File: config.mk
export PLATFORM = sky130hd
export DESIGN_NAME = ipc_presenter
export DESIGN_NICKNAME = d
export VERILOG_FILES = /design/src/rtl/ipc_pkg.sv /design/src/rtl/ipc_offer_eval.sv /design/src/rtl/ipc_ipi_eval.sv /design/src/rtl/ipc_presenter.sv
export SDC_FILE = /design/constraint.sdc
export NUM_CORES = 1
export LEC_CHECK = 0
export BUFFER_PORTS_ARGS = -buffer_cell sky130_fd_sc_hd__buf_2
export CORE_MARGIN = 3
export CORE_UTILIZATION = 40
export CTS_CLUSTER_SIZE = 30
export DETAILED_ROUTE_END_ITERATION = 8
export PLACE_DENSITY_LB_ADDON = 0.12
export SETUP_SLACK_MARGIN = 0.1
export SYNTH_ARGS = -nofsm -noshare
export SYNTH_HDL_FRONTEND = slang
export SYNTH_HIERARCHICAL = 1
export SYNTH_SLANG_ARGS = --single-unit
File: constraint.sdc
create_clock -name clk -period 9.9 [get_ports clk]
set_clock_uncertainty 0.15 [all_clocks]
set_input_delay 1.98 -clock clk [delete_from_list [all_inputs] [get_ports clk]]
set_output_delay 1.98 -clock clk [all_outputs]
set_load 0.03 [all_outputs]
File: src/rtl/ipc_pkg.sv
`timescale 1ns/1ps
package ipc_pkg;
  typedef enum logic [2:0] {
    OP_NONE     = 3'd0,
    OP_SET_CPPR = 3'd1,
    OP_SET_IPI  = 3'd2,
    OP_ACCEPT   = 3'd3,
    OP_POLL     = 3'd4,
    OP_EOI      = 3'd5
  } ipc_op_e;

  localparam int unsigned DEF_PRIO_W = 8;
  localparam int unsigned DEF_NUM_W  = 24;
endpackage

File: src/rtl/ipc_offer_eval.sv
`timescale 1ns/1ps
// Decides whether an incoming offer beats the current guard and the pending one.
module ipc_offer_eval #(
  parameter int unsigned PRIO_W = 8
) (
  input  logic [PRIO_W-1:0] offer_prio,
  input  logic [PRIO_W-1:0] cur_prio,
  input  logic              has_pend,
  input  logic [PRIO_W-1:0] pend_prio,
  output logic              wins
);
  logic below_guard;
  logic beats_pend;

  always_comb begin
    below_guard = offer_prio < cur_prio;
    beats_pend  = !has_pend || (offer_prio < pend_prio);
    wins        = below_guard && beats_pend;
  end
endmodule

File: src/rtl/ipc_ipi_eval.sv
`timescale 1ns/1ps
// Decides whether a software interrupt at a given priority may take the slot.
module ipc_ipi_eval #(
  parameter int unsigned PRIO_W = 8
) (
  input  logic [PRIO_W-1:0] ipi_prio,
  input  logic [PRIO_W-1:0] cur_prio,
  input  logic              has_pend,
  input  logic [PRIO_W-1:0] pend_prio,
  output logic              inject
);
  logic pend_holds;

  always_comb begin
    pend_holds = has_pend && (pend_prio <= ipi_prio);
    inject     = (ipi_prio < cur_prio) && !pend_holds;
  end
endmodule

File: src/rtl/ipc_presenter.sv
`timescale 1ns/1ps
module ipc_presenter #(
  parameter int unsigned PRIO_W  = ipc_pkg::DEF_PRIO_W,
  parameter int unsigned NUM_W   = ipc_pkg::DEF_NUM_W,
  parameter int unsigned SRC_W   = 2,
  parameter int unsigned IPI_NUM = 2
) (
  input  logic                    clk,
  input  logic                    rst_n,
  input  logic                    offer_valid,
  input  logic [NUM_W-1:0]        offer_num,
  input  logic [PRIO_W-1:0]       offer_prio,
  input  logic [SRC_W-1:0]        offer_src,
  input  logic                    op_valid,
  input  logic [2:0]              op_code,
  input  logic [PRIO_W+NUM_W-1:0] op_data,
  output logic                    irq_out,
  output logic                    resp_valid,
  output logic [PRIO_W+NUM_W-1:0] resp_data,
  output logic [PRIO_W-1:0]       resp_ipi,
  output logic                    bounce_valid,
  output logic [NUM_W-1:0]        bounce_num,
  output logic [SRC_W-1:0]        bounce_src,
  output logic                    drop_valid,
  output logic [NUM_W-1:0]        drop_num,
  output logic [SRC_W-1:0]        drop_src,
  output logic                    resend_pulse,
  output logic                    eoi_valid,
  output logic [NUM_W-1:0]        eoi_num
);
  import ipc_pkg::*;

  localparam int unsigned WORD_W = PRIO_W + NUM_W;
  localparam logic [PRIO_W-1:0] PRIO_IDLE = '1;
  localparam logic [NUM_W-1:0]  IPI_ID    = NUM_W'(IPI_NUM);

  // architectural state
  logic [PRIO_W-1:0] cppr_q, cppr_d;
  logic [NUM_W-1:0]  xisr_q, xisr_d;
  logic [PRIO_W-1:0] pprio_q, pprio_d;
  logic [PRIO_W-1:0] mfrr_q, mfrr_d;
  logic              own_v_q, own_v_d;
  logic [SRC_W-1:0]  own_idx_q, own_idx_d;
  logic              irq_q, irq_d;
  logic              state_en;

  // registered outputs, next values
  logic              resp_v_d;
  logic [WORD_W-1:0] resp_data_d;
  logic [PRIO_W-1:0] resp_ipi_d;
  logic              bounce_v_d;
  logic [NUM_W-1:0]  bounce_num_d;
  logic [SRC_W-1:0]  bounce_src_d;
  logic              drop_v_d;
  logic [NUM_W-1:0]  drop_num_d;
  logic [SRC_W-1:0]  drop_src_d;
  logic              resend_d;
  logic              eoi_v_d;
  logic [NUM_W-1:0]  eoi_num_d;

  logic              has_pend;
  logic [PRIO_W-1:0] op_prio;
  logic [PRIO_W-1:0] op_hi;
  logic              offer_wins;
  logic              ipi_inject;
  logic              do_resend;
  logic [PRIO_W-1:0] resend_guard;

  assign has_pend = (xisr_q != '0);
  assign op_prio  = op_data[PRIO_W-1:0];
  assign op_hi    = op_data[WORD_W-1:NUM_W];
  assign state_en = op_valid || offer_valid;

  ipc_offer_eval #(.PRIO_W(PRIO_W)) u_offer (
    .offer_prio (offer_prio),
    .cur_prio   (cppr_q),
    .has_pend   (has_pend),
    .pend_prio  (pprio_q),
    .wins       (offer_wins)
  );

  ipc_ipi_eval #(.PRIO_W(PRIO_W)) u_ipi (
    .ipi_prio   (op_prio),
    .cur_prio   (cppr_q),
    .has_pend   (has_pend),
    .pend_prio  (pprio_q),
    .inject     (ipi_inject)
  );

  // next-state process
  always_comb begin
    cppr_d       = cppr_q;
    xisr_d       = xisr_q;
    pprio_d      = pprio_q;
    mfrr_d       = mfrr_q;
    own_v_d      = own_v_q;
    own_idx_d    = own_idx_q;
    irq_d        = irq_q;
    resp_v_d     = 1'b0;
    resp_data_d  = {cppr_q, xisr_q};
    resp_ipi_d   = mfrr_q;
    bounce_v_d   = 1'b0;
    bounce_num_d = offer_num;
    bounce_src_d = offer_src;
    drop_v_d     = 1'b0;
    drop_num_d   = xisr_q;
    drop_src_d   = own_idx_q;
    resend_d     = 1'b0;
    eoi_v_d      = 1'b0;
    eoi_num_d    = op_data[NUM_W-1:0];
    do_resend    = 1'b0;
    resend_guard = cppr_q;

    if (op_valid) begin
      bounce_v_d = offer_valid;
      case (op_code)
        OP_SET_CPPR: begin
          cppr_d = op_prio;
          if (op_prio < cppr_q) begin
            if (has_pend && (op_prio <= pprio_q)) begin
              drop_v_d = own_v_q;
              xisr_d   = '0;
              pprio_d  = PRIO_IDLE;
              own_v_d  = 1'b0;
              irq_d    = 1'b0;
            end
          end else if (!has_pend) begin
            do_resend    = 1'b1;
            resend_guard = op_prio;
          end
        end
        OP_SET_IPI: begin
          mfrr_d = op_prio;
          if (ipi_inject) begin
            drop_v_d = has_pend && own_v_q;
            xisr_d   = IPI_ID;
            pprio_d  = op_prio;
            own_v_d  = 1'b0;
            irq_d    = 1'b1;
          end
        end
        OP_ACCEPT: begin
          resp_v_d = 1'b1;
          irq_d    = 1'b0;
          cppr_d   = pprio_q;
          xisr_d   = '0;
          pprio_d  = PRIO_IDLE;
          own_v_d  = 1'b0;
        end
        OP_POLL: begin
          resp_v_d = 1'b1;
        end
        OP_EOI: begin
          cppr_d  = op_hi;
          eoi_v_d = 1'b1;
          if (!has_pend) begin
            do_resend    = 1'b1;
            resend_guard = op_hi;
          end
        end
        default: begin
        end
      endcase
    end else if (offer_valid) begin
      if (offer_wins) begin
        drop_v_d  = has_pend && own_v_q;
        xisr_d    = offer_num;
        pprio_d   = offer_prio;
        own_v_d   = 1'b1;
        own_idx_d = offer_src;
        irq_d     = 1'b1;
      end else begin
        bounce_v_d = 1'b1;
      end
    end

    // resend only happens with an empty slot, so no hand-back is needed here
    if (do_resend) begin
      resend_d = 1'b1;
      if (mfrr_q < resend_guard) begin
        xisr_d  = IPI_ID;
        pprio_d = mfrr_q;
        own_v_d = 1'b0;
        irq_d   = 1'b1;
      end
    end
  end

  // state registers
  always_ff @(posedge clk or negedge rst_n) begin
    if (!rst_n) begin
      cppr_q    <= '0;
      xisr_q    <= '0;
      pprio_q   <= PRIO_IDLE;
      mfrr_q    <= PRIO_IDLE;
      own_v_q   <= 1'b0;
      own_idx_q <= '0;
      irq_q     <= 1'b0;
    end else if (state_en) begin
      cppr_q    <= cppr_d;
      xisr_q    <= xisr_d;
      pprio_q   <= pprio_d;
      mfrr_q    <= mfrr_d;
      own_v_q   <= own_v_d;
      own_idx_q <= own_idx_d;
      irq_q     <= irq_d;
    end
  end

  // output registers
  always_ff @(posedge clk or negedge rst_n) begin
    if (!rst_n) begin
      resp_valid   <= 1'b0;
      resp_data    <= '0;
      resp_ipi     <= '0;
      bounce_valid <= 1'b0;
      bounce_num   <= '0;
      bounce_src   <= '0;
      drop_valid   <= 1'b0;
      drop_num     <= '0;
      drop_src     <= '0;
      resend_pulse <= 1'b0;
      eoi_valid    <= 1'b0;
      eoi_num      <= '0;
    end else begin
      resp_valid   <= resp_v_d;
      resp_data    <= resp_data_d;
      resp_ipi     <= resp_ipi_d;
      bounce_valid <= bounce_v_d;
      bounce_num   <= bounce_num_d;
      bounce_src   <= bounce_src_d;
      drop_valid   <= drop_v_d;
      drop_num     <= drop_num_d;
      drop_src     <= drop_src_d;
      resend_pulse <= resend_d;
      eoi_valid    <= eoi_v_d;
      eoi_num      <= eoi_num_d;
    end
  end

  assign irq_out = irq_q;
endmodule

; Word-level counts from Yosys, hierarchy flattened
; Index checks and enable logic that the tools add are counted.
[classes]
n_mux = 61
reduce_logical = 15
n_lt_le_gt_ge = 6
n_bitwise = 1
n_eq_ne = 5
[ops]
columns = op, n
row1 = $mux 24, 8
row2 = $mux 8, 12
row3 = $pmux 24 s3, 1
row4 = $pmux 8 s3, 2
row5 = $mux 1, 33
row6 = $lt 8x8->1, 4
row7 = $reduce_bool 24->1, 1
row8 = $le 8x8->1, 2
row9 = $pmux 8 s2, 1
row10 = $eq 3x2->1 const B, 2
row11 = $eq 3x3->1 const B, 2
row12 = $pmux 1 s3, 2
row13 = $reduce_and 3->1, 2
row14 = $logic_and 1x1->1, 5
row15 = $pmux 1 s2, 2
row16 = $reduce_and 4->1, 1
row17 = $eq 3x1->1 const B, 1
row18 = $reduce_bool 3->1, 1
row19 = $logic_not 1->1, 2
row20 = $logic_or 1x1->1, 2
row21 = $reduce_or 2->1, 1
row22 = $not 1->1, 1
[word_totals]
out_inout_bits = 122
register_bits = 173
elab_cells = 107
inputBits = 73

; Logic depth before layout (Yosys ltp)
; Gate-level depths: netlist of run 1.
[logic_depth]
word_depth = 9
ltp_mapped = 17

; Hierarchy
; The synthesis of run 1 kept the hierarchy.
[modules_own_cells]
columns = module, n_inst, area_per_inst_um2, cells_each, seq_area_each_um2
row1 = ipc_presenter, 1, 6227.2, 548, 3748.6
row2 = ipc_ipi_eval, 1, 390.4, 53, 0.0
row3 = ipc_offer_eval, 1, 351.6, 50, 0.0

; Worst setup path before layout of run 1
; Ideal clock, no wire load.
[synth_path]
path_kind = input-to-reg
startpoint = input op_data[1]
endpoint = register irq_q, in the netlist irq_out
setup_slack_ns = 4.716
t_arrival_ns = 4.952
path_stages = 15
setup_time_ns = 0.082
cell_sequence = ha_1 a2111oi_4 o311ai_0 and2_1 clkbuf_1 o22a_1 o21ai_0 ha_1 a21oi_1 o221ai_1 a221oi_1 o2111a_1 buf_2 nor2_1 o22ai_1
[synth_via]
word_cells_on_any_way = 22
classes_between = order compare: 4 / mux: 14 / reduce/logical: 4
[synth_rtl]
columns = item, line
row1 = "start, declared", ipc_presenter.sv:16  ; input logic [PRIO_W+NUM_W-1:0] op_data,
row2 = $lt 8x8->1, ipc_presenter.sv:119  ; if (op_prio < cppr_q) begin
row3 = $mux 1, ipc_presenter.sv:119
row4 = $pmux 1 s2, ipc_presenter.sv:116  ; case (op_code)
row5 = $mux 1, ipc_presenter.sv:114  ; if (op_valid) begin
row6 = via do_resend, ipc_presenter.sv:66  ; logic do_resend;
row7 = $mux 1, ipc_presenter.sv:178  ; if (do_resend) begin
row8 = "end signal, assigned", ipc_presenter.sv:206  ; irq_q <= irq_d;
row9 = "end, declared", ipc_presenter.sv:44  ; logic irq_q, irq_d;
; The timed path passes the listed nets, and every way through them passes these cells.
; A chain may end at the register's enable or synchronous reset.

; Worst setup path after layout of run 1
[layout_path]
startpoint = input op_data[7]
endpoint = register own_v_q
[layout_via]
elab_chain_cells = 9
word_cells_on_any_way = 22
classes_between = order compare: 4 / mux: 14 / reduce/logical: 4
[layout_lines]
columns = item, line
row1 = "parallel branches: the longest is 8 deep, another holds $lt 8x8->1", n/a
row2 = $mux 1 (*), ipc_presenter.sv:178
row3 = "end signal, assigned", ipc_presenter.sv:204  ; own_v_q <= own_v_d;
row4 = "end, declared", ipc_presenter.sv:42  ; logic own_v_q, own_v_d;
; Every way passes the cells marked *.

==> metrics.log, run 1 <==
INFO  metric critPathLaunchType = input pin
INFO  metric avg_inst_size_synth = 10.7 um^2
INFO  metric worst-path-max-fanout = 15
INFO  metric ir_drop = between 0.1 and 0.15 mV
INFO  metric ioPinCount = between 150 and 200
INFO  metric final_setup_violation_count = 0
INFO  metric finalWeightedCongestion = 0.928
INFO  metric grt_max_degree = 87
INFO  metric post_synth_inst_count = roughly 650
INFO  metric cts_hold_buffers = 0
INFO  metric fillerInstances = 1,557
INFO  metric timing.max_cap.violations = 0
INFO  metric period_needed = approximately 5.6 ns
INFO  metric nets = about 950
INFO  metric cts.repair_timing.setup_buffer_count = 0
INFO  metric floorplan.initialDensity = 41.4%
INFO  metric critical_path_required = 10.06 ns
INFO  metric postSynthNetCount = roughly 780
INFO  metric outcome = finished, final reports clean
INFO  metric finalMaxSlewViolations = 0
INFO  metric worstPathArrival = roughly 5.8 ns
INFO  metric power.switching = between 800 and 900 uW
INFO  metric place_hpwl = between 10,000 and 15,000 um
INFO  metric count_of_different_cell_masters_after_synthesis = 59
INFO  metric gr-usage-all-layers = 21.4%
INFO  metric stdcell_area = 8590 um^2
INFO  metric grt_pass1_vias = 5,412
INFO  metric critical_path.n_buffers_inverters = 1
INFO  metric first_iter_violations = approximately 460
INFO  metric yosysWarnings = 6
INFO  metric rows = 47
INFO  metric port_buffers = around 190
INFO  metric worst_path_max_delay_cell = sky130_fd_sc_hd__o2111a_1
INFO  metric timing.critical_path.max_delay_family = compound AO/OA/AOI/OAI gates
INFO  metric hold-worst-slack = around 0.23 ns
INFO  metric hold_path_class = reg2reg
INFO  metric internal-power = between 1 and 1.5 mW
INFO  metric drtPass1Iterations = 5
INFO  metric dieHeight = 138 um
INFO  metric final.period_utilization = between 50% and 60%
INFO  metric totalWireLength = ~20,000 um
INFO  metric crit_end_category = flop
INFO  metric ys.flop_type = sky130_fd_sc_hd__dfrtp_1
INFO  metric worstSetupPathType = in2reg
INFO  metric grt_antenna_before_repair = 0
INFO  metric dieArea = 19,000 um^2
INFO  metric cts.reportedPaths.clkPinSlew = roughly 0.060 ns
INFO  metric reg2reg_slack = between 4 and 5 ns
INFO  metric post-route-util = around half
INFO  metric floorplan.die.width = 138 um
INFO  metric ys_ff_latch = 149
INFO  metric clock-root-buffer = sky130_fd_sc_hd__clkbuf_16
INFO  metric power.density = 256 nW/um^2
INFO  metric cts_tree = done
INFO  metric post_cts_resize_count = 0
INFO  metric drc = 0
INFO  metric rel_slew_slack = 29.0%
INFO  metric numCtsBuffers = 17
INFO  metric diodes = 0
INFO  metric cts_num_sinks = about 150
INFO  metric via_count = 5,611
INFO  metric sw_frac_of_total = a little under two fifths
INFO  metric syn_to_final_growth = 23.2%
INFO  metric fin_tns_setup = 0 ns
INFO  metric rsz0062_at_grt = no
INFO  metric clkLatencyLatePin = between 0.4 and 0.5 ns
INFO  metric tightestPinTransition = between 1 and 1.5 ns
INFO  metric post_synthesis_instance_area = roughly 7000 um^2
INFO  metric wl_per_cell = 19.4 um
INFO  metric post_dp_cell_area = approximately 8000 um^2
INFO  metric share_seq_of_total_power = ~39%
INFO  metric viasPerCell = ~5.3
INFO  metric power.leakage = between 4 and 5 nW
INFO  metric comb_power_share = a little under a third
INFO  metric clock_tree.buffer_depth = 2
INFO  metric crit_path_cell_chain = buf_2 -> ha_1 -> nand4_1 -> o31ai_4 -> and3_1 -> a2bb2oi_1 -> a2bb2oi_1 -> ha_1 -> a21oi_1 -> o221ai_1 -> a221oi_1 -> o2111a_1 -> o31ai_1 -> a21o_1
INFO  metric power.share.clock = 29.9%
INFO  metric sum_of_overflow_across_all_layers_after_global_routing = 0
INFO  metric timing.fmax = about 180 MHz
INFO  metric cp_slowest_stage_delay = ~0.58 ns
INFO  metric cts-htree-levels = 4
INFO  metric synth.yosys.seq_area_share = between 50% and 60%
INFO  metric synth-edff-count = 0
INFO  metric post_route_cells_drive_above_1_share = 31.7%
INFO  metric asyncSetResetFlopFracSynth = 100%
INFO  metric core_area = about 17,000 um^2
INFO  metric detail-route-antenna-nets = 0
INFO  metric wire_length_of_the_first_global_routing_pass = between 30,000 and 40,000 um
INFO  metric finalHoldViolations = 0
-- flip-flops by register name, indices dropped and copies added (netlist names), 8 cells and up --
register	cells
drop_num_d	24
resp_data	9
resp_ipi	8
eoi_num	24
cppr_q	8
bounce_num	24
drop_num	23
pprio_q	8
mfrr_q	8
-- area by class of cell --
type	count	area, um^2	share of cell area (%)
repair buffers	197	1000	11.6
clock inverters	11	140	1.63
well taps	220	275	3.20
flip-flops and latches	149	3750	43.6
multi-input cells	404	2760	32.1
inverters	53	199	2.32
clock buffers	21	470	5.48
-- power by group through the flow --
stage               sequential [mW]  clock (mW)  combinational [mW]
floorplan                     0.949           0               0.389
global placement              0.867           0               0.676
detailed placement            0.870           0               0.683
CTS                           0.860       0.673               0.687
global route                  0.873       0.700               0.750
finish                        0.858       0.657               0.683
-- worst reg2reg max path, delay by kind of cell (launching register included) --
kind                   cells  cell delay (ns)
buffers and inverters      1             0.32
DFF                        1             0.39
AOI/OAI and AO/OA          5             2.21
and+or+nand+nor            6             2.09
-- layout by cell type, fill, tap and decap left out, types with 7 or more instances in the layout --
master                      instances
sky130_fd_sc_hd__a21oi_1           60
sky130_fd_sc_hd__buf_2            193
sky130_fd_sc_hd__clkbuf_16         17
sky130_fd_sc_hd__dfrtp_1          133
sky130_fd_sc_hd__dfstp_2           16
sky130_fd_sc_hd__ha_1              51
sky130_fd_sc_hd__inv_1             51
sky130_fd_sc_hd__mux2_2             9
sky130_fd_sc_hd__mux2i_1            7
sky130_fd_sc_hd__nand2_1           77
sky130_fd_sc_hd__nand3_1           11
sky130_fd_sc_hd__nand4_1            7
sky130_fd_sc_hd__nor2_1            21
sky130_fd_sc_hd__nor2b_1            9
sky130_fd_sc_hd__nor4_1             7
sky130_fd_sc_hd__o211ai_1           9
sky130_fd_sc_hd__o21ai_0           35
sky130_fd_sc_hd__o221ai_1           9
sky130_fd_sc_hd__o22ai_1           10
sky130_fd_sc_hd__o31ai_1            7
-- path summary, 6_finish.rpt --
check                                     from             end  cells after the start
worst max-delay path                op_data[7]         own_v_q                     14
worst min-delay path             drop_src_d[0]     drop_src[0]                      0
worst max register to register  drop_num_d[13]   drop_num_d[5]                     12
worst min register to register   drop_src_d[0]     drop_src[0]                      0
max in group asynchronous                rst_n  drop_num_d[11]                      2
min in group asynchronous                rst_n       cppr_q[0]                      1
-- synthesized netlist by cell type, drive strengths merged (10+ instances only) --
cell | instances | area [um^2]
dfstp | 16 | 420
a21oi | 60 | 300
nand3 | 11 | 55.1
nor2 | 23 | 88.8
o22ai | 10 | 62.6
inv | 51 | 191
clkbuf | 17 | 63.8
buf | 28 | 204
ha | 51 | 638
dfrtp | 133 | 3330
o21ai | 35 | 175
nand2 | 77 | 289
-- stage by stage --
step	cells	power (mW)	setup WS [ns]
2_1_floorplan	651	1.34	4.72
3_3_place_gp	1023	1.54	3.99
3_5_place_dp	1023	1.55	3.92
4_1_cts	1055	2.22	4.35
5_1_grt	1055	2.32	4.02
6_report	1055	2.20	4.30
-- per-layer routing --
| metal | track usage [%] | routed length [um] | vias up | share of wire, % |
|---|---|---|---|---|
| li1 | - | - | 2640 | - |
| met3 | 4.06 | 1420 | 31 | 7.0 |
| met5 | 0 | 0 | - | 0 |
| met1 | 30.0 | 9090 | 2705 | 44 |
| met2 | 33.2 | 9460 | 235 | 46 |
| met4 | 8.12 | 484 | 0 | 2.4 |
-- logic make-up after synthesis --
kind of cell,after synthesis,share of synthesized area (%)
simple gates,158,11.0
compound gates,179,16.9
mux,16,2.46
flops,149,53.8
buf+inv,98,6.70
fa+ha+maj,51,9.16
(Power assumes the default switching activity.)
==> run 2, diff against run 1 <==
ABC_AREA = 1   (was default)
clock period = 4.7 ns   (was 9.9 ns; I/O delays follow)
==> run 2 against run 1 <==
Compared with the run above:
- sequential power grew 110%
- non-clock buffer count increased by 9
- register-to-register slack got worse by 3.6 ns
- utilization decreased by 0.33 points
- critical path depth rose by 5
- total power grew 110%
- setup slack got worse by 3.4 ns
- hold slack better by 0.0018 ns
- via count increased by 17%
- synthesized cell count is 33% higher
- sequential share of layout area down 3.3 points
==> metrics.log, run 2 <==
INFO  metric rel_slew_slack = 34.8%
INFO  metric synth.yosys.seq_area_share = 49.2%
INFO  metric synth_top_family_by_area = simple AND/OR/NAND/NOR gates
INFO  metric final_setup_violation_count = 0
INFO  metric outcome = finished, final reports clean
INFO  metric clock_tree.buffer_depth = 2
INFO  metric synthSimpleGateAreaFrac = ~17%
INFO  metric reg2reg_slack = 0.96 ns
INFO  metric cts_num_sinks = around 150
INFO  metric grt_antenna_before_repair = 0
INFO  metric nets = about 1.2k
INFO  metric post_cts_resize_count = 0
INFO  metric post_synthesis_instance_area = between 7000 and 8000 um^2
INFO  metric yosysWarnings = 6
INFO  metric cts-htree-levels = 4
INFO  metric power.leakage = about 5 nW
INFO  metric ys_ff_latch = between 100 and 150
INFO  metric floorplan.die.width = 144 um
INFO  metric power.density = ~510 nW/um^2
INFO  metric timing.fmax = about 270 MHz
INFO  metric tightestPinTransition = 0.974 ns
INFO  metric via_count = roughly 6.5k
INFO  metric critPathLaunchType = input pin
INFO  metric ir_drop = between 0.2 and 0.3 mV
INFO  metric clkLatencyLatePin = between 0.4 and 0.5 ns
INFO  metric synthXorXnorAreaFrac = 0%
INFO  metric ys.flop_type = sky130_fd_sc_hd__dfrtp_1
INFO  metric post_synth_most_frequent_cells = sky130_fd_sc_hd__nand2_1 (166), sky130_fd_sc_hd__dfrtp_1 (133), sky130_fd_sc_hd__inv_1 (122), sky130_fd_sc_hd__nor2_1 (83), sky130_fd_sc_hd__ha_1 (51)
INFO  metric ioPinCount = 195
INFO  metric numCtsBuffers = 17
INFO  metric period_needed = 3.77 ns
INFO  metric crit_path_cell_chain = buf_2 -> ha_1 -> a21oi_1 -> o21a_1 -> nand2_1 -> inv_1 -> nor2_2 -> inv_1 -> a21oi_1 -> a22oi_1 -> o22ai_1 -> ha_1 -> a21oi_1 -> nor2_1 -> a2111oi_4 -> nand2_2 -> nand2_1 -> nand3_1 -> nand2_1
INFO  metric postSynthNetCount = between 900 and 1k
INFO  metric cts_hold_buffers = 0
INFO  metric worstPathArrival = about 4 ns
INFO  metric multi_input_comb_area = just over 3000 um^2
INFO  metric detail-route-antenna-nets = 0
INFO  metric gr-usage-all-layers = a little over a fifth
INFO  metric syn_to_final_growth = 22.1%
INFO  metric layout_commonest_cell = sky130_fd_sc_hd__buf_2
INFO  metric wl_per_cell = about 17 um
INFO  metric totalWireLength = roughly 22,000 um
INFO  metric clock-root-buffer = sky130_fd_sc_hd__clkbuf_16
INFO  metric final_cell_mix = sky130_fd_sc_hd__buf_2 (193), sky130_fd_sc_hd__nand2_1 (166), sky130_fd_sc_hd__dfrtp_1 (133), sky130_fd_sc_hd__inv_1 (122), sky130_fd_sc_hd__nor2_1 (82)
INFO  metric port_buffers = approximately 190
INFO  metric dieHeight = roughly 140 um
INFO  metric count_of_different_cell_masters_after_synthesis = 43
INFO  metric synth.mux.area_fraction = less than 1%
INFO  metric cts.reportedPaths.clkPinSlew = roughly 0.060 ns
INFO  metric first_iter_violations = 502
INFO  metric viasPerCell = 5.08
INFO  metric drc = 0
INFO  metric yosysMostFrequentCell = sky130_fd_sc_hd__nand2_1
INFO  metric floorplan.initialDensity = 41.6%
INFO  metric final_cell_count_no_fill = about 1.3k
INFO  metric cts.repair_timing.setup_buffer_count = 0
INFO  metric finalHoldViolations = 0
INFO  metric rsz0062_at_grt = no
INFO  metric synthDominantCellAreaShare = a little over two fifths
INFO  metric dieArea = 20,700 um^2
INFO  metric crit_end_category = flop
INFO  metric place_hpwl = approximately 16,000 um
INFO  metric fin_tns_setup = 0 ns
INFO  metric sum_of_overflow_across_all_layers_after_global_routing = 0
INFO  metric worst-path-max-fanout = 11
INFO  metric cts_tree = done
INFO  metric cp_slowest_stage_delay = between 0.3 and 0.4 ns
INFO  metric rows = 49
INFO  metric netlist_top_cells_area = sky130_fd_sc_hd__dfrtp_1 (44%), sky130_fd_sc_hd__ha_1 (8.4%), sky130_fd_sc_hd__nand2_1 (8.2%)
INFO  metric worstSetupPathType = in2reg
INFO  metric place.detailed.instances = 1,253
INFO  metric timing.max_cap.violations = 0
INFO  metric worst_path_max_delay_cell = sky130_fd_sc_hd__ha_1
INFO  metric post_route_cells_drive_above_1_share = between 20% and 30%
INFO  metric post_synth_fa_ha_maj_area_fraction = 8.37%
INFO  metric grt_pass1_vias = 6,180
INFO  metric critical_path_required = a little under 5 ns
INFO  metric post_synth_inst_count = 866
INFO  metric regArea = 3750 um^2
INFO  metric asyncSetResetFlopFracSynth = 100%
INFO  metric synth-edff-count = 0
INFO  metric synth-compound-area-share = approximately 15%
INFO  metric grt_max_degree = 96
INFO  metric hold_path_class = reg2reg
INFO  metric drtPass1Iterations = 5
INFO  metric final.period_utilization = between 80% and 90%
INFO  metric avg_inst_size_synth = 8.80 um^2
INFO  metric fillerInstances = ~1.7k
INFO  metric wire_length_of_the_first_global_routing_pass = about 34,000 um
INFO  metric finalMaxSlewViolations = 0
INFO  metric synth.largest_area_cell = sky130_fd_sc_hd__dfrtp_1
INFO  metric core_area = 18,300 um^2
INFO  metric finalWeightedCongestion = about 0.97
==> run 2: final timing paths <==
check	from	cells after the start	end
max reg2reg	cppr_q[7]	19	pprio_q[7]
max	op_data[7]	19	pprio_q[7]
min in group asynchronous	rst_n	1	drop_num[15]
min	drop_src_d[1]	0	drop_src[1]
max in group asynchronous	rst_n	2	pprio_q[3]
min reg2reg	drop_src_d[1]	0	drop_src[1]
==> run 2: logic make-up (layout without fill, tap and decap cells) <==
logic type                 Yosys count  in the layout
and+or+nand+nor                    312            312
AOI/OAI and AO/OA                  173            173
muxes                                2              2
adders and majority gates           51             51
DFF                                149            149
buffers and inverters              179            369
other                                0              1
==> run 2: report_power, final <==
part	internal, mW	switching [mW]	total (mW)
combinational	0.488	1.07	1.56
clock	0.798	0.587	1.38
sequential	1.55	0.225	1.78
total	2.84	1.88	4.72
==> run 2: through the flow <==
stage	utilization (%)	setup slack, ns	cell area (um^2)	hold WS, ns	total power [mW]
2_1_floorplan	-	0.895	7620	0.204	2.89
3_3_place_gp	47.5	0.642	8700	0.211	3.34
3_5_place_dp	47.5	0.572	8700	0.216	3.36
4_1_cts	50.7	1.02	9300	0.232	4.77
5_1_grt	50.7	0.684	9300	0.254	5.04
6_report	50.7	0.932	9300	0.230	4.72
==> run 2: critical path: cells and delay by family <==
kind                     cells  cell delay [ns]
AND/OR/NAND/NOR              7             0.78
adder cells (fa/ha/maj)      2             0.65
AO/OA/AOI/OAI                7             1.18
buffers and inverters        3             0.44
==> run 2: final cells by class <==
type	instances	share of cell area (%)
flip-flops and latches	149	40.3
multi-input cells	538	33.3
repair buffers	206	11.6
inverters	131	5.29
clock buffers	18	4.61
well taps	229	3.08
clock inverters	14	1.78
diodes	1	0.0269
==> run 2: metal layers <==
| layer | GRT usage (%) | share of wire (%) |
|---|---|---|
| met5 | 0 | 0 |
| met1 | 29.7 | 45 |
| met2 | 34.1 | 46 |
| met4 | 6.74 | 2.2 |
| met3 | 4.50 | 7.4 |
==> run 3, diff against run 2 <==
ABC_AREA = 0   (was 1)
clock period = 3.9 ns   (was 4.7 ns; I/O delays follow)
==> run 3 against run 2 <==
Compared with the run above:
- critical path depth fell by 4
- register-to-register slack got worse by 0.75 ns
- clock power rose by 18%
- hold slack got worse by 0.0010 ns
- via count fell by 9.1%
- first-iteration DRC count fell by 39%
- sequential cell count did not move
- non-clock buffer count rose by 49
- total power rose by 23%
- count of clock-buffer cells in the layout fell by 1
- sequential power rose by 20%
- critical path type unchanged
- largest power group unchanged
- highest routed layer unchanged
==> metrics.log, run 3 (synthesized netlist as in run 1, its figures left out) <==
INFO  metric internal-power = around 3.6 mW
INFO  metric power.density = 626 nW/um^2
INFO  metric rel_slew_slack = 17.9%
INFO  metric crit_end = pprio_q[6]
INFO  metric layout_commonest_cell = sky130_fd_sc_hd__buf_2
INFO  metric finalHoldViolations = 0
INFO  metric worstSetupPathDepth = 15
INFO  metric worstPathArrival = 3.92 ns
INFO  metric viasPerCell = between 5 and 6
INFO  metric power.share.clock = about 28%
INFO  metric timing.max_cap.violations = 0
INFO  metric wire_length_of_the_first_global_routing_pass = about 32,000 um
INFO  metric finalWeightedCongestion = between 0.9 and 1
INFO  metric gr-usage-all-layers = between 20% and 30%
INFO  metric critical_path.reg2reg.startpoint = cppr_q[1]
INFO  metric sw_frac_of_total = 38.3%
INFO  metric regArea = between 3000 and 4000 um^2
INFO  metric floorplan.initialDensity = roughly two fifths
INFO  metric grt_antenna_before_repair = 0
INFO  metric totalWireLength = approximately 22,000 um
INFO  metric nets = roughly 1k
INFO  metric critPathLaunchType = input pin
INFO  metric cts-htree-levels = 4
INFO  metric period_needed = between 3 and 4 ns
INFO  metric cts_tree = done
INFO  metric cts.reportedPaths.clkPinSlew = around 0.06 ns
INFO  metric final_setup_violation_count = 0
INFO  metric cts_num_sinks = between 100 and 150
INFO  metric r2r.worst_path.cells = 15
INFO  metric clock_tree.buffer_depth = 2
INFO  metric core_area = around 17,000 um^2
INFO  metric numCtsBuffers = 17
INFO  metric critical_path_required = 4.09 ns
INFO  metric final.period_utilization = 95.8%
INFO  metric grt_max_degree = between 70 and 80
INFO  metric first_iter_violations = 308
INFO  metric critical_path.n_buffers_inverters = 2
INFO  metric outcome = finished, final reports clean
INFO  metric via_count = ~5.9k
INFO  metric comb_power_share = about a third
INFO  metric finalMaxSlewViolations = 0
INFO  metric floorplan.die.width = 138 um
INFO  metric dieHeight = roughly 140 um
INFO  metric share_seq_of_total_power = between 30% and 40%
INFO  metric power.switching = between 2 and 2.5 mW
INFO  metric place_hpwl = 16,000 um
INFO  metric power.leakage = roughly 4.6 nW
INFO  metric final_cell_count_no_fill = roughly 1.1k
INFO  metric origin_of_the_worst_setup_path = op_data[1]
INFO  metric drtPass1Iterations = 5
INFO  metric post_route_cells_drive_above_1_share = about two fifths
INFO  metric r2r_end = pprio_q[6]
INFO  metric clock-root-buffer = sky130_fd_sc_hd__clkbuf_16
INFO  metric crit_end_category = flop
INFO  metric worst-path-max-fanout = 6
INFO  metric grt_pass1_vias = between 5k and 6k
INFO  metric post-route-util = 55.3%
INFO  metric multi_input_comb_area = 3010 um^2
INFO  metric final_cell_mix = sky130_fd_sc_hd__buf_2 (191), sky130_fd_sc_hd__dfrtp_1 (133), sky130_fd_sc_hd__nand2_1 (77), sky130_fd_sc_hd__a21oi_1 (58), sky130_fd_sc_hd__buf_4 (58)
INFO  metric crit_path_cell_chain = buf_2 -> ha_4 -> a2111oi_4 -> o311ai_4 -> and2_4 -> o22a_1 -> o21ai_2 -> ha_1 -> a21oi_2 -> o221ai_2 -> a221oi_4 -> o2111a_2 -> buf_4 -> a32oi_1 -> nor2b_1
INFO  metric ioPinCount = ~200
INFO  metric port_buffers = 194
INFO  metric sum_of_overflow_across_all_layers_after_global_routing = 0
INFO  metric rows = 47
INFO  metric hold_path_class = in2async
INFO  metric detail-route-antenna-nets = 0
INFO  metric drc = 0
INFO  metric rsz0062_at_grt = yes
INFO  metric ir_drop = about 0.38 mV
INFO  metric syn_to_final_growth = 33.5%
INFO  metric worstSetupPathType = in2reg
INFO  metric dieArea = 19,000 um^2
INFO  metric timing.fmax = between 200 and 300 MHz
INFO  metric tightestPinTransition = ~1.2 ns
INFO  metric reg2reg_slack = about 0.21 ns
INFO  metric diodes = 0
INFO  metric fin_tns_setup = 0 ns
INFO  metric clkLatencyLatePin = approximately 0.42 ns
INFO  metric timing.critical_path.max_delay_family = compound AO/OA/AOI/OAI gates
INFO  metric wl_per_cell = about 19 um
INFO  metric fillerInstances = approximately 1.5k
INFO  metric place.detailed.instances = 1,075
INFO  metric cp_slowest_stage_delay = approximately 0.54 ns
INFO  metric worst_path_max_delay_cell = sky130_fd_sc_hd__a2111oi_4
[run 3: changes by cell type in the layout (fill, tap and decap cells not counted), sizes merged, moves of 12 or more]
cell | previous run | this run
nand2 | 177 | 77
nand3 | 34 | 11
a211oi | 19 | 4
nor2 | 90 | 23
o21ai | 49 | 35
a32o | 12 | 0
buf | 206 | 255
inv | 137 | 58
[run 3: final cells by class]
class                           count  area share [%]
Sequential cell                   149            40.3
Multi-Input combinational cell    405            32.4
Clock inverter                     15            1.80
Tap cell                          220            2.96
Timing Repair Buffer              255            15.9
Clock buffer                       17            4.57
Inverter                           53            2.14
[run 3: timing repair]
action                     in CTS  in global routing
hold buffers                    0                  0
buffers inserted                3                  3
gates resized for setup        13                 37
pin swaps                       6                 20
gates cloned                    1                  0
setup endpoints to repair      11                 12
[run 3: worst min path at each step]
stage | cells after the start | slack, ns | end
global route | 0 | 0.24 | drop_src[1]
floorplan | 0 | 0.20 | drop_src[0]
CTS | 0 | 0.23 | drop_src[1]
global placement | 0 | 0.21 | drop_src[0]
detailed placement | 0 | 0.22 | drop_src[1]
finish | 1 | 0.23 | eoi_num[9]
[run 3: power groups by stage]
stage,Combinational [mW],Clock [mW],Sequential [mW]
5_1_grt,2.23,1.75,2.18
3_5_place_dp,1.91,0,2.16
3_3_place_gp,1.88,0,2.14
2_1_floorplan,0.995,0,2.41
6_report,2.05,1.63,2.14
4_1_cts,1.96,1.68,2.14
[run 3: metrics by stage]
stage	worst slack, ns	cell area (um^2)	power (mW)	hold WS, ns
after floorplan	0.105	6980	3.40	0.204
after global placement	-0.335	8400	4.02	0.211
after detailed placement	-0.567	8400	4.07	0.217
after CTS	0.101	9090	5.77	0.229
after global routing	0.000726	9300	6.16	0.243
final	0.164	9300	5.82	0.229
[run 3: layer usage]
metal | vias up | part of all wire, % | GRT usage, %
met5 | - | 0 | 0
met4 | 0 | 2.4 | 8.51
met3 | 40 | 7.0 | 5.26
met2 | 239 | 48 | 35.7
li1 | 2766 | - | -
met1 | 2899 | 43 | 29.9
